--- config.mk ---
export PLATFORM = sky130hd
export DESIGN_NAME = angle_bcd_counter
export DESIGN_NICKNAME = d
export VERILOG_FILES = /design/src/rtl/angle_bcd_pkg.sv /design/src/rtl/bcd_angle_core.sv /design/src/rtl/busy_pulse_gen.sv /design/src/rtl/angle_out_hold.sv /design/src/rtl/angle_bcd_counter.sv
export SDC_FILE = /design/constraint.sdc
export NUM_CORES = 1
export LEC_CHECK = 0
export CORE_MARGIN = 5
export CORE_UTILIZATION = 60
export DETAILED_ROUTE_END_ITERATION = 7
export GPL_ROUTABILITY_DRIVEN = 0
export PLACE_DENSITY = 0.91
export SETUP_SLACK_MARGIN = 0.02
export SLEW_MARGIN = 30
export SYNTH_ARGS = -nofsm -noshare
export SYNTH_HDL_FRONTEND = slang
export SYNTH_HIERARCHICAL = 1
export SYNTH_SLANG_ARGS = --single-unit
--- constraint.sdc ---
create_clock -name clk -period 3.45 [get_ports clk]
set_clock_uncertainty 0.2 [all_clocks]
set_input_delay 0.5175 -clock clk [delete_from_list [all_inputs] [get_ports clk]]
set_output_delay 0.5175 -clock clk [all_outputs]
set_load 0.02 [all_outputs]
--- src/rtl/angle_bcd_pkg.sv ---
`timescale 1ns/1ps
package angle_bcd_pkg;

  // One tracked angle in decimal digits; hund holds the 100/200 degree bits.
  typedef struct packed {
    logic [1:0] hund;
    logic [3:0] tens;
    logic [3:0] units;
    logic [3:0] tenths;
  } bcd_ang_t;

  typedef struct packed {
    logic     neg;
    bcd_ang_t mag;
  } angle_t;

  localparam bcd_ang_t ANG_ZERO  = {2'd0, 4'd0, 4'd0, 4'd0};
  localparam bcd_ang_t ANG_TENTH = {2'd0, 4'd0, 4'd0, 4'd1};
  localparam bcd_ang_t U_TOP     = {2'd3, 4'd5, 4'd9, 4'd9};  // 359.9
  localparam bcd_ang_t S_TOP     = {2'd1, 4'd7, 4'd9, 4'd9};  // 179.9
  localparam bcd_ang_t S_BOTTOM  = {2'd1, 4'd8, 4'd0, 4'd0};  // 180.0 magnitude

  function automatic logic [3:0] dig_up(input logic [3:0] d);
    return (d == 4'd9) ? 4'd0 : d + 4'd1;
  endfunction

  function automatic logic [3:0] dig_dn(input logic [3:0] d);
    return (d == 4'd0) ? 4'd9 : d - 4'd1;
  endfunction

  // Add one tenth with decimal carry through the digit chain.
  function automatic bcd_ang_t bcd_inc(input bcd_ang_t a);
    bcd_ang_t r;
    r = a;
    r.tenths = dig_up(a.tenths);
    if (a.tenths == 4'd9) begin
      r.units = dig_up(a.units);
      if (a.units == 4'd9) begin
        r.tens = dig_up(a.tens);
        if (a.tens == 4'd9) r.hund = a.hund + 2'd1;
      end
    end
    return r;
  endfunction

  // Remove one tenth with decimal borrow through the digit chain.
  function automatic bcd_ang_t bcd_dec(input bcd_ang_t a);
    bcd_ang_t r;
    r = a;
    r.tenths = dig_dn(a.tenths);
    if (a.tenths == 4'd0) begin
      r.units = dig_dn(a.units);
      if (a.units == 4'd0) begin
        r.tens = dig_dn(a.tens);
        if (a.tens == 4'd0) r.hund = a.hund - 2'd1;
      end
    end
    return r;
  endfunction

  // Full-turn format: 0.0 .. 359.9, wrapping both ways.
  function automatic angle_t step_full_turn(input angle_t a, input logic up);
    angle_t r;
    r.neg = 1'b0;
    if (up) r.mag = (a.mag == U_TOP) ? ANG_ZERO : bcd_inc(a.mag);
    else    r.mag = (a.mag == ANG_ZERO) ? U_TOP : bcd_dec(a.mag);
    return r;
  endfunction

  // Sign-magnitude format: -180.0 .. +179.9, wrapping both ways.
  function automatic angle_t step_half_turn(input angle_t a, input logic up);
    angle_t r;
    r = a;
    if (up) begin
      if (!a.neg) begin
        if (a.mag == S_TOP) begin r.neg = 1'b1; r.mag = S_BOTTOM; end
        else r.mag = bcd_inc(a.mag);
      end else begin
        if (a.mag == ANG_TENTH) begin r.neg = 1'b0; r.mag = ANG_ZERO; end
        else r.mag = bcd_dec(a.mag);
      end
    end else begin
      if (!a.neg) begin
        if (a.mag == ANG_ZERO) begin r.neg = 1'b1; r.mag = ANG_TENTH; end
        else r.mag = bcd_dec(a.mag);
      end else begin
        if (a.mag == S_BOTTOM) begin r.neg = 1'b0; r.mag = S_TOP; end
        else r.mag = bcd_inc(a.mag);
      end
    end
    return r;
  endfunction

endpackage

--- src/rtl/bcd_angle_core.sv ---
`timescale 1ns/1ps
module bcd_angle_core
  import angle_bcd_pkg::*;
#(
  parameter bit SIGNED_MODE = 1'b0
) (
  input  logic   clk,
  input  logic   rst_n,
  input  logic   up_req,
  input  logic   dn_req,
  output logic   step_evt,
  output angle_t live_q,
  output angle_t live_next
);

  angle_t stepped;

  assign step_evt = up_req ^ dn_req;

  generate
    if (SIGNED_MODE) begin : g_half
      assign stepped = step_half_turn(live_q, up_req);
    end else begin : g_full
      assign stepped = step_full_turn(live_q, up_req);
    end
  endgenerate

  assign live_next = step_evt ? stepped : live_q;

  always_ff @(posedge clk) begin
    if (!rst_n) live_q <= '0;
    else        live_q <= live_next;
  end

endmodule

--- src/rtl/busy_pulse_gen.sv ---
`timescale 1ns/1ps
module busy_pulse_gen #(
  parameter int unsigned WIDTH = 4
) (
  input  logic clk,
  input  logic rst_n,
  input  logic trig,
  output logic busy
);

  localparam int CW = $clog2(WIDTH + 1);
  localparam logic [CW-1:0] LOAD = CW'(WIDTH);

  logic [CW-1:0] left_q;

  always_ff @(posedge clk) begin
    if (!rst_n)               left_q <= '0;
    else if (trig)            left_q <= LOAD;
    else if (left_q != '0)    left_q <= left_q - 1'b1;
  end

  assign busy = (left_q != '0);

endmodule

--- src/rtl/angle_out_hold.sv ---
`timescale 1ns/1ps
module angle_out_hold
  import angle_bcd_pkg::*;
(
  input  logic   clk,
  input  logic   rst_n,
  input  logic   inhibit_n,
  input  angle_t live_q,
  input  angle_t live_next,
  output angle_t shown
);

  angle_t held_q;

  // Track the value the count takes at each edge while not held.
  always_ff @(posedge clk) begin
    if (!rst_n)         held_q <= '0;
    else if (inhibit_n) held_q <= live_next;
  end

  assign shown = inhibit_n ? live_q : held_q;

endmodule

--- src/rtl/angle_bcd_counter.sv ---
`timescale 1ns/1ps
module angle_bcd_counter
  import angle_bcd_pkg::*;
#(
  parameter bit          SIGNED_MODE = 1'b0,
  parameter int unsigned BUSY_CYCLES = 4
) (
  input  logic       clk,
  input  logic       rst_n,
  input  logic       up_req,
  input  logic       dn_req,
  input  logic       inhibit_n,
  output logic [3:0] ang_tenths,
  output logic [3:0] ang_units,
  output logic [3:0] ang_tens,
  output logic       ang_h100,
  output logic       ang_h200,
  output logic       ang_neg,
  output logic       busy
);

  logic   step_evt;
  angle_t live_q;
  angle_t live_next;
  angle_t shown;

  bcd_angle_core #(.SIGNED_MODE(SIGNED_MODE)) u_core (
    .clk       (clk),
    .rst_n     (rst_n),
    .up_req    (up_req),
    .dn_req    (dn_req),
    .step_evt  (step_evt),
    .live_q    (live_q),
    .live_next (live_next)
  );

  busy_pulse_gen #(.WIDTH(BUSY_CYCLES)) u_busy (
    .clk   (clk),
    .rst_n (rst_n),
    .trig  (step_evt),
    .busy  (busy)
  );

  angle_out_hold u_hold (
    .clk       (clk),
    .rst_n     (rst_n),
    .inhibit_n (inhibit_n),
    .live_q    (live_q),
    .live_next (live_next),
    .shown     (shown)
  );

  assign ang_tenths = shown.mag.tenths;
  assign ang_units  = shown.mag.units;
  assign ang_tens   = shown.mag.tens;
  assign ang_h100   = shown.mag.hund[0];
  assign ang_h200   = shown.mag.hund[1];
  assign ang_neg    = shown.neg;

endmodule

-- Word-level counts from Yosys, hierarchy flattened
Cells that the tools add are included.
- reductions and logical operators: 7
- $add $sub $neg: 9
- eq/ne operators: 4
- bitwise logic cells: 2
- multiplexer cells: 19
- operator list (operator ; count):
    $mux W14 ; 3
    $mux W15 ; 2
    $mux W4 ; 6
    $mux W10 ; 2
    $eq A14 B14 Y1 const B ; 1
    $logic_not A14 Y1 ; 1
    $add A4 B1 Y4 const B ; 3
    $eq A4 B4 Y1 const B ; 3
    $logic_not A4 Y1 ; 3
    $mux W6 ; 2
    $sub A4 B1 Y4 const B ; 3
    $mux W3 ; 2
    $mux W2 ; 2
    $reduce_bool A3 Y1 ; 1
    $sub A3 B1 Y3 const B ; 1
    $add A2 B1 Y2 const B ; 1
    $reduce_bool A2 Y1 ; 1
    $reduce_or A2 Y1 ; 1
    $sub A2 B1 Y2 const B ; 1
    $not A1 Y1 ; 1
    $xor A1 B1 Y1 ; 1
- flip-flop bits (word level): 33
- input port bits: 5
- output and inout port bits: 16
- word-level logic and storage cells: 53

-- Longest topological paths before layout
Gate-level depths: netlist of run 1.
- depth after elaboration: 7
- depth in mapped cells: 10
- gate-level depth less buffers: 9

-- Modules after synthesis
Netlist of run 1, hierarchy kept.
- modules (own cells, without submodules) (module ; cells each ; area an instance (sq um) ; seq. area each (sq um) ; instances):
    bcd_angle_core ; 200 ; 1492.7 ; 300.3 ; 1
    angle_out_hold ; 96 ; 872.1 ; 300.3 ; 1
    busy_pulse_gen ; 18 ; 167.7 ; 60.1 ; 1

-- Worst setup path after synthesis of run 1
OpenSTA, ideal clock, no wires.
- kind: reg2reg
- start point: register u_core/live_q[1] (netlist name)
- end point: register u_hold/held_q[9] in the netlist's numbering
- period minus slack after synthesis: 2365 ps
- cell stages (with the launch flop): 10
- path slack: 1085 ps
- setup time: 118 ps
- data arrival time: 2047 ps
- required time: 3132 ps
- cell sequence: dfxtp_1 -> inv_1 -> ha_1 -> or4b_4 -> nor2_1 -> o32a_1 -> nor2_1 -> or3_1 -> nand2_1 -> a21boi_2
- RTL lines (element ; RTL line ; RTL):
    end signal, assigned ; angle_out_hold.sv:18 ; else if (inhibit_n) held_q <= live_next;
    end, declared ; angle_out_hold.sv:13 ; angle_t held_q;

-- Worst setup path in the final report of run 1
- start point: input inhibit_n
- end point: output ang_tens[0]
- longest elaborated chain between the ends: 1
- RTL lines (element ; RTL line ; RTL):
    start, declared ; angle_bcd_counter.sv:12 ; input logic inhibit_n,
    $mux W15 ; angle_out_hold.sv:21 ; assign shown = inhibit_n ? live_q : held_q;
    end, declared ; angle_bcd_counter.sv:15 ; output logic [3:0] ang_tens,
No other way between the ends.

==> out/metrics.yaml, run 1 <==
syn_to_final_growth_pct: 10.4
clock_latency_ns: 0.29
first_pass_iters: 7
synth.yosys.seq_area_share_pct: 26.1
status: "complete, no violations"
async_flop_share_pct: 0
p_per_area_mw_per_mm2: 412
switching_share_pct: 31.6
synth-xor-area-share_pct: 1.38
cts-resized-gates: 0
n_fill_cell: 294
ys_ff_latch: 33
p_sw_mw: 0.364
htree_num_levels: 2
cts_made_buffers: 5
synth_compound_area_share_pct: 22.9
rsz0062_at_grt: "no"
hold_class: "reg -> reg"
maxSlewViolCount: 0
seq_power_share_pct: 39.4
ir_worst_vdd_mv: 0.214
crit_arrival_ns: 2.04
synth_top_area_share_pct: 26.1
holdWs_ns: 0.273
synth_most_common_cell: "nand2_1"
wl_per_cell_um: 16.0
yosysTopAreaCell: "dfxtp_1"
die_y_um: 75.0
grt_use_total_pct: 22.8
multi_input_area_mm2: 0.00166
route.detailed.drc: 0
initial_core_util_pct: 62.4
final_core_util_pct: 68.9
leakagePower_nw: 1.15
syn_area_per_cell_um2: 8.07
drive_above_1_share_pct: 14.6
synth.mux.area_fraction_pct: 1.28
vias: 2300
avgViaCountPerCell: 6.17
relSlewSlack_pct: 41.1
crit_top_cell: "clkdlybuf4s50_1"
finalSetupTns_ns: 0
yosysWarningCount: 6
cts_buffer_depth: 2
final_net_count: 338
crit_fanout: 45
hold_buffers: 0
tightest_slew_ns: 0.880
wl_mm: 5.95
critical_path_class: "in -> out"
syn-num-nets: 330
cts_tree: "yes"
combPwrFrac_pct: 27.9
port_buffers: 20
grt_pass1_vias: 2159
yosys-top-cells-count: "nand2_1 (47), dfxtp_1 (33), inv_1 (18)"
rows: 23
dp_hpwl_mm: 4.00
syn_area_mm2: 0.00253
first_iter_violations: 260
synthFlopType: "dfxtp_1"
finalHoldViolCount: 0
clkTransAtPathRegs_ns: 0.07
netlist_top_cells_area: "dfxtp_1 (26%), nand2_1 (7.0%), ha_1 (5.4%)"
synthAdderAreaFrac_pct: 5.43
synth_top_family_by_area: "simple AND/OR/NAND/NOR gates"
seqCellArea_um2: 661
intPower_mw: 0.788
cp_cell_sequence: "clkdlybuf4s50_1 > buf_12 > nand2_2 > nand2_1 > clkdlybuf4s50_1"
post_cts_buffers: 0
p_clk_share_pct: 32.8
startpoint_type: "input port"
clock_sinks: 33
overflow: 0
maxCapViolations: 0
critical-path-max-stage-delay_ns: 0.60
core_mm2: 0.00406
io_pins: 21
required_ns: 2.73
fmax_ghz: 0.362
die-area_mm2: 0.00562
die_w_um: 75.0
r2r_slack_ns: 0.69
ant_nets: 0
grt_antenna_before_repair: 0
yosys.area_share.simple_pct: 34.6
synth_edf_count: 0
n_antenna_cell: 0
finalCriticalPeriod_ns: 2.76
period_share_pct: 80.0
ys_types: 61
syn_inst: 314
endpoint_kind: "output port"
worst_path_max_delay_cell: "clkdlybuf4s50_1"
grt_pass1_wl_mm: 9.99
root_buffer: "clkbuf_8"
grt_max_degree: 46
finalSetupViolCount: 0
stage by stage:
step	area (µm²)	power, mW	std cells	setup slack [ns]
after floorplan	2530	0.693	314	1.09
after global placement	2680	0.759	365	0.598
after detailed placement	2680	0.768	365	0.483
after CTS	2800	1.15	373	0.686
after global routing	2800	1.21	373	0.490
final	2800	1.15	373	0.688
registers in the layout, indices dropped and copies added (netlist names):
name,cells
u_hold/held_q,15
u_core/live_q,15
u_busy/left_q,3
final timing paths:
check,start,cells after the start,end
max,inhibit_n,5,ang_tens[0]
min,u_hold/held_q[14]$_SDFFE_PN0P_,2,u_hold/held_q[14]$_SDFFE_PN0P_
max reg2reg,u_core/live_q[1]$_SDFF_PN0_,9,u_hold/held_q[9]$_SDFFE_PN0P_
min reg2reg,u_hold/held_q[14]$_SDFFE_PN0P_,2,u_hold/held_q[14]$_SDFFE_PN0P_
metal layers:
metal / wire length (µm) / up-vias / GRT usage [%]
met2: 2770 / 129 / 36.7
li1: - / 1107 / -
met3: 521 / 25 / 5.21
met1: 2480 / 1039 / 29.2
met5: 0 / - / 0
met4: 184 / 0 / 10.1
worst max-delay path, delay by kind of cell:
| kind | cells | cell delay (ns) |
|---|---|---|
| simple gates | 2 | 0.18 |
| buf+inv | 3 | 1.34 |
cells by family after synthesis:
logic type / Yosys count
xor+xnor: 4
buf+inv: 39
fa+ha+maj: 11
mux: 3
compound gates: 77
flops: 33
simple gates: 147
power by group through the flow:
| stage | Clock (mW) | Combinational, mW | Sequential [mW] |
|---|---|---|---|
| floorplan | 0 | 0.256 | 0.437 |
| global placement | 0 | 0.301 | 0.457 |
| detailed placement | 0 | 0.308 | 0.459 |
| CTS | 0.381 | 0.315 | 0.452 |
| global route | 0.404 | 0.349 | 0.457 |
| finish | 0.377 | 0.321 | 0.453 |
layout by cell type (no fill, tap or decap), drive strengths merged, types with 3 or more instances in the layout:
cell type	instances
or3	3
clkdlybuf4s50	20
xor2	3
a21oi	16
and3	3
nor4	3
a31oi	5
ha	11
a211oi	7
nand2b	19
nor4b	3
inv	18
nor3	6
nor2b	7
and2	12
nand3	6
nor2	15
a41oi	3
o21ai	7
a31o	4
dfxtp	33
a21boi	17
nand2	57
clkbuf	7
final cells by class:
class | instances | share of cell area [%]
multi-input combinational | 242 | 59.4
sequential | 33 | 23.6
inverter | 18 | 2.42
tap | 50 | 2.24
clock inverter | 1 | 1.07
timing repair buffer | 22 | 8.14
clock buffer | 7 | 3.09
(Power assumes the default switching activity.)
==> run 2, diff against run 1 <==
- CORE_UTILIZATION: 60 -> 58
- PLACE_DENSITY: 0.91 -> 0.89
- clock period: 3.45 -> 2.8 ns (I/O delays scaled with it)
==> out/metrics.yaml, run 2 (synthesis gave the netlist of run 1 again) <==
routed-wl-met3_um: 462
p_per_area_mw_per_mm2: 497
final_cell_mix: "nand2_1 (47), dfxtp_1 (33), clkdlybuf4s50_1 (20)"
leakagePower_nw: 1.20
drive_above_1_share_pct: 17.4
status: "complete, no violations"
setup_ws_ns: 0.132
hold_depth: 2
vias: 2355
overflow: 0
initial_core_util_pct: 59.0
finalHoldViolCount: 0
grt_pass1_vias: 2111
worst_path_max_delay_cell: "or4b_4"
hold_end: "u_hold/held_q[5]$_SDFFE_PN0P_"
rows: 24
grt_max_degree: 46
maxSlewViolCount: 0
die-area_mm2: 0.00579
reg2reg_from: "u_core/live_q[0]$_SDFF_PN0_"
critical-path-max-stage-delay_ns: 0.52
cpLargestDelayFamily: "simple AND/OR/NAND/NOR gates"
cts_tree: "yes"
syn_to_final_growth_pct: 13.6
ir_worst_vdd_mv: 0.201
finalSetupTns_ns: 0
ant_nets: 0
maxCapViolations: 0
hold_class: "reg -> reg"
first_iter_violations: 190
cp_cell_sequence: "inv_1 > ha_2 > or4b_4 > nor2_1 > o32a_1 > nor2_1 > or3_1 > nand2_1 > a21boi_2"
worst-path-buf-inv: 1
finalCriticalPeriod_ns: 2.67
crit_top_cell: "nor2_1"
dp_hpwl_mm: 4.29
reg2reg_depth: 9
final_net_count: 348
root_buffer: "clkbuf_8"
die_y_um: 76.1
grt_use_total_pct: 20.5
clock_sinks: 33
route.detailed.drc: 0
rr_endpoint: "u_hold/held_q[9]$_SDFFE_PN0P_"
core_mm2: 0.00429
finalSetupViolCount: 0
top_regs: "u_core/live_q x15, u_hold/held_q x15, u_busy/left_q x3"
first_pass_iters: 6
startpoint_type: "register"
n_antenna_cell: 0
post-place-ws_ns: 0.219
relSlewSlack_pct: 51.7
min_from: "u_hold/held_q[5]$_SDFFE_PN0P_"
fmax_ghz: 0.375
avgViaCountPerCell: 6.12
cts_made_buffers: 5
critical_path_class: "reg -> reg"
wl_met2_mm: 2.83
routed.top_layer: "met4"
crit_fanout: 8
wl_per_cell_um: 15.5
wl_mm: 5.97
die_w_um: 76.1
clkTransAtPathRegs_ns: 0.07
rsz0062_at_grt: "no"
wl_met1_mm: 2.52
cts_buffer_depth: 2
post_cts_buffers: 0
port_buffers: 20
required_ns: 2.78
io_pins: 21
period_share_pct: 95.3
tightest_slew_ns: 0.724
crit_arrival_ns: 2.65
r2r_slack_ns: 0.13
endpoint_kind: "register"
htree_num_levels: 2
clock_latency_ns: 0.28
layout_commonest_cell: "nand2_1"
grt_antenna_before_repair: 0
grt_pass1_wl_mm: 9.96
## run 2: changes by cell type in the layout (fill, tap and decap cells not counted), sizes merged
| cell | before | now |
|---|---|---|
| buf | 2 | 12 |
## run 2: layout make-up
| type | instances | area (µm²) |
|---|---|---|
| fillers | 332 | 1420 |
| repair buffers | 32 | 303 |
| clock buffers | 7 | 86.3 |
| flip-flops and latches | 33 | 661 |
| multi-input cells | 242 | 1660 |
| inverters | 18 | 67.6 |
| clock inverters | 1 | 30.0 |
| well taps | 52 | 65.1 |
## run 2: worst max path at each step
stage / slack [ns] / cells after the start / end / startpoint
floorplan: 0.44 / 9 / u_hold/held_q[9]$_SDFFE_PN0P_ / u_core/live_q[1]$_SDFF_PN0_
global placement: 0.27 / 5 / ang_tens[2] / inhibit_n
detailed placement: 0.22 / 9 / u_hold/held_q[9]$_SDFFE_PN0P_ / u_core/live_q[0]$_SDFF_PN0_
CTS: 0.13 / 9 / u_hold/held_q[9]$_SDFFE_PN0P_ / u_core/live_q[0]$_SDFF_PN0_
global route: 0.06 / 9 / u_hold/held_q[9]$_SDFFE_PN0P_ / u_core/live_q[1]$_SDFF_PN0_
finish: 0.13 / 9 / u_hold/held_q[9]$_SDFFE_PN0P_ / u_core/live_q[0]$_SDFF_PN0_
## run 2: power breakdown
part | switching, mW | total, mW | internal (mW)
clock network | 0.175 | 0.466 | 0.290
registers | 0.0552 | 0.558 | 0.503
logic | 0.216 | 0.406 | 0.191
## run 2: metrics by stage
stage / total power, mW / cells / hold WS, ns / cell area [µm²] / util [%]
global placement: 0.948 / 377 / 0.262 / 2760 / 64.2
CTS: 1.43 / 385 / 0.278 / 2870 / 66.9
finish: 1.43 / 385 / 0.276 / 2880 / 67.0
floorplan: 0.854 / 314 / 0.253 / 2530 / -
global route: 1.50 / 385 / 0.285 / 2880 / 67.0
detailed placement: 0.961 / 377 / 0.269 / 2760 / 64.2
## run 2: tightest hold or removal path, stage by stage (launching register included)
cell and delay (ns):
dfxtp_1 0.32, nand2b_4 0.07, a21boi_2 0.04
## run 2: metal layers
metal	global-route usage, %	up-vias
li1	-	1129
met1	26.8	1084
met2	31.8	120
met3	4.85	22
met4	8.92	0
met5	0	-
## run 2: repair_timing
item	CTS	global route
gates resized for setup	0	1
endpoints found under the setup margin	0	1
hold buffers	0	0
==> run 3, diff against run 2 <==
- CTS_CLUSTER_DIAMETER: unset -> 120
- SETUP_SLACK_MARGIN: 0.02 -> unset
==> out/metrics.yaml, run 3 (synthesis gave the netlist of run 1 again) <==
use_met3_pct: 4.85
grt_use_total_pct: 20.5
endpoint_kind: "register"
clock_latency_ns: 0.28
required_ns: 2.78
place_area_mm2: 0.00276
worst-path-buf-inv: 1
finalCriticalPeriod_ns: 2.71
finalSetupViolCount: 0
cts-resized-gates: 0
final_net_count: 348
period_share_pct: 96.8
tightest_slew_ns: 0.730
clock_sinks: 33
htree_num_levels: 2
status: "complete, no violations"
dp_hpwl_mm: 4.29
gr-usage-met2_pct: 31.8
totalPowerFinal_mw: 1.43
first_pass_iters: 4
critical-path-max-stage-delay_ns: 0.53
rsz0062_at_grt: "no"
ant_nets: 0
hold_class: "reg -> reg"
holdWs_ns: 0.276
core_mm2: 0.00429
crit_top_cell: "nor2_1"
crit_arrival_ns: 2.69
grt_antenna_before_repair: 0
die_w_um: 76.1
finalHoldViolCount: 0
grt_max_degree: 46
startpoint_type: "register"
syn_to_final_growth_pct: 13.5
maxSlewViolCount: 0
hold_buffers: 0
avgViaCountPerCell: 6.15
clkTransAtPathRegs_ns: 0.07
n_antenna_cell: 0
maxCapViolations: 0
port_buffers: 20
root_buffer: "clkbuf_8"
ir_worst_vdd_mv: 0.201
cts_made_buffers: 5
vias: 2367
seqCellArea_um2: 661
die-area_mm2: 0.00579
layout_commonest_cell: "nand2_1"
cts_buffer_depth: 2
worst_path_max_delay_cell: "or4b_4"
grt-busiest-layer: "met2"
multi_input_area_mm2: 0.00166
drive_above_1_share_pct: 17.1
crit_fanout: 8
leakagePower_nw: 1.20
die_y_um: 76.1
wl_per_cell_um: 15.6
fmax_ghz: 0.369
postLayoutCellArea_mm2: 0.00287
rows: 24
finalSetupTns_ns: 0
route.detailed.drc: 0
final_cell_mix: "nand2_1 (47), dfxtp_1 (33), clkdlybuf4s50_1 (20)"
final_core_util_pct: 66.9
cp_cell_sequence: "inv_1 > ha_1 > or4b_4 > nor2_1 > o32a_1 > nor2_1 > or3_1 > nand2_1 > a21boi_2"
io_pins: 21
critical_path_class: "reg -> reg"
post-place-ws_ns: 0.219
setup_ws_ns: 0.0884
overflow: 0
grt_pass1_vias: 2111
n_fill_cell: 332
cpLargestDelayFamily: "simple AND/OR/NAND/NOR gates"
p_per_area_mw_per_mm2: 497
post_cts_buffers: 0
relSlewSlack_pct: 51.3
layout.cells.non_filler: 385
cts_tree: "yes"
first_iter_violations: 190
initial_core_util_pct: 59.0
grt_pass1_wl_mm: 9.96
use_met1_pct: 26.8
place_inst: 377
top_regs: "u_core/live_q x15, u_hold/held_q x15, u_busy/left_q x3"
wl_mm: 6.00
## run 3: cell count changes in the layout (fill, tap and decap cells not counted)
cell and change:
ha_1 +1, ha_2 -1
## run 3: layout make-up
class,instances,share of cell area [%]
Tap cell,52,2.26
Multi-Input combinational cell,242,57.8
Sequential cell,33,23.0
Timing Repair Buffer,32,10.5
Inverter,18,2.35
Clock inverter,1,1.04
Clock buffer,7,3.00
## run 3: path summary, 6_finish.rpt
check                                                   start  cells after the start  slack [ns]                             to
worst max-delay path              u_core/live_q[0]$_SDFF_PN0_                      9        0.09  u_hold/held_q[9]$_SDFFE_PN0P_
worst min-delay path            u_hold/held_q[5]$_SDFFE_PN0P_                      2        0.28  u_hold/held_q[5]$_SDFFE_PN0P_
worst max register to register    u_core/live_q[0]$_SDFF_PN0_                      9        0.09  u_hold/held_q[9]$_SDFFE_PN0P_
worst min register to register  u_hold/held_q[5]$_SDFFE_PN0P_                      2        0.28  u_hold/held_q[5]$_SDFFE_PN0P_
## run 3: report_power, final
group          leakage [nW]  total (mW)  internal (mW)  switching (mW)
combinational         0.872       0.406          0.190           0.216
sequential            0.269       0.558          0.503          0.0556
clock                0.0585       0.465          0.290           0.175
## run 3: worst reg2reg max path, delay by kind of cell, from the launching register on
kind	cells	cell delay (ns)
compound gates	2	0.30
fa+ha+maj	1	0.27
buf+inv	1	0.12
flops	1	0.40
simple gates	5	1.32
## run 3: layer usage
metal  vias up  part of all wire, %
met3        24                  7.8
met5         -                    0
met1      1086                   42
met2       128                   47
met4         0                  3.1
li1       1129                    -
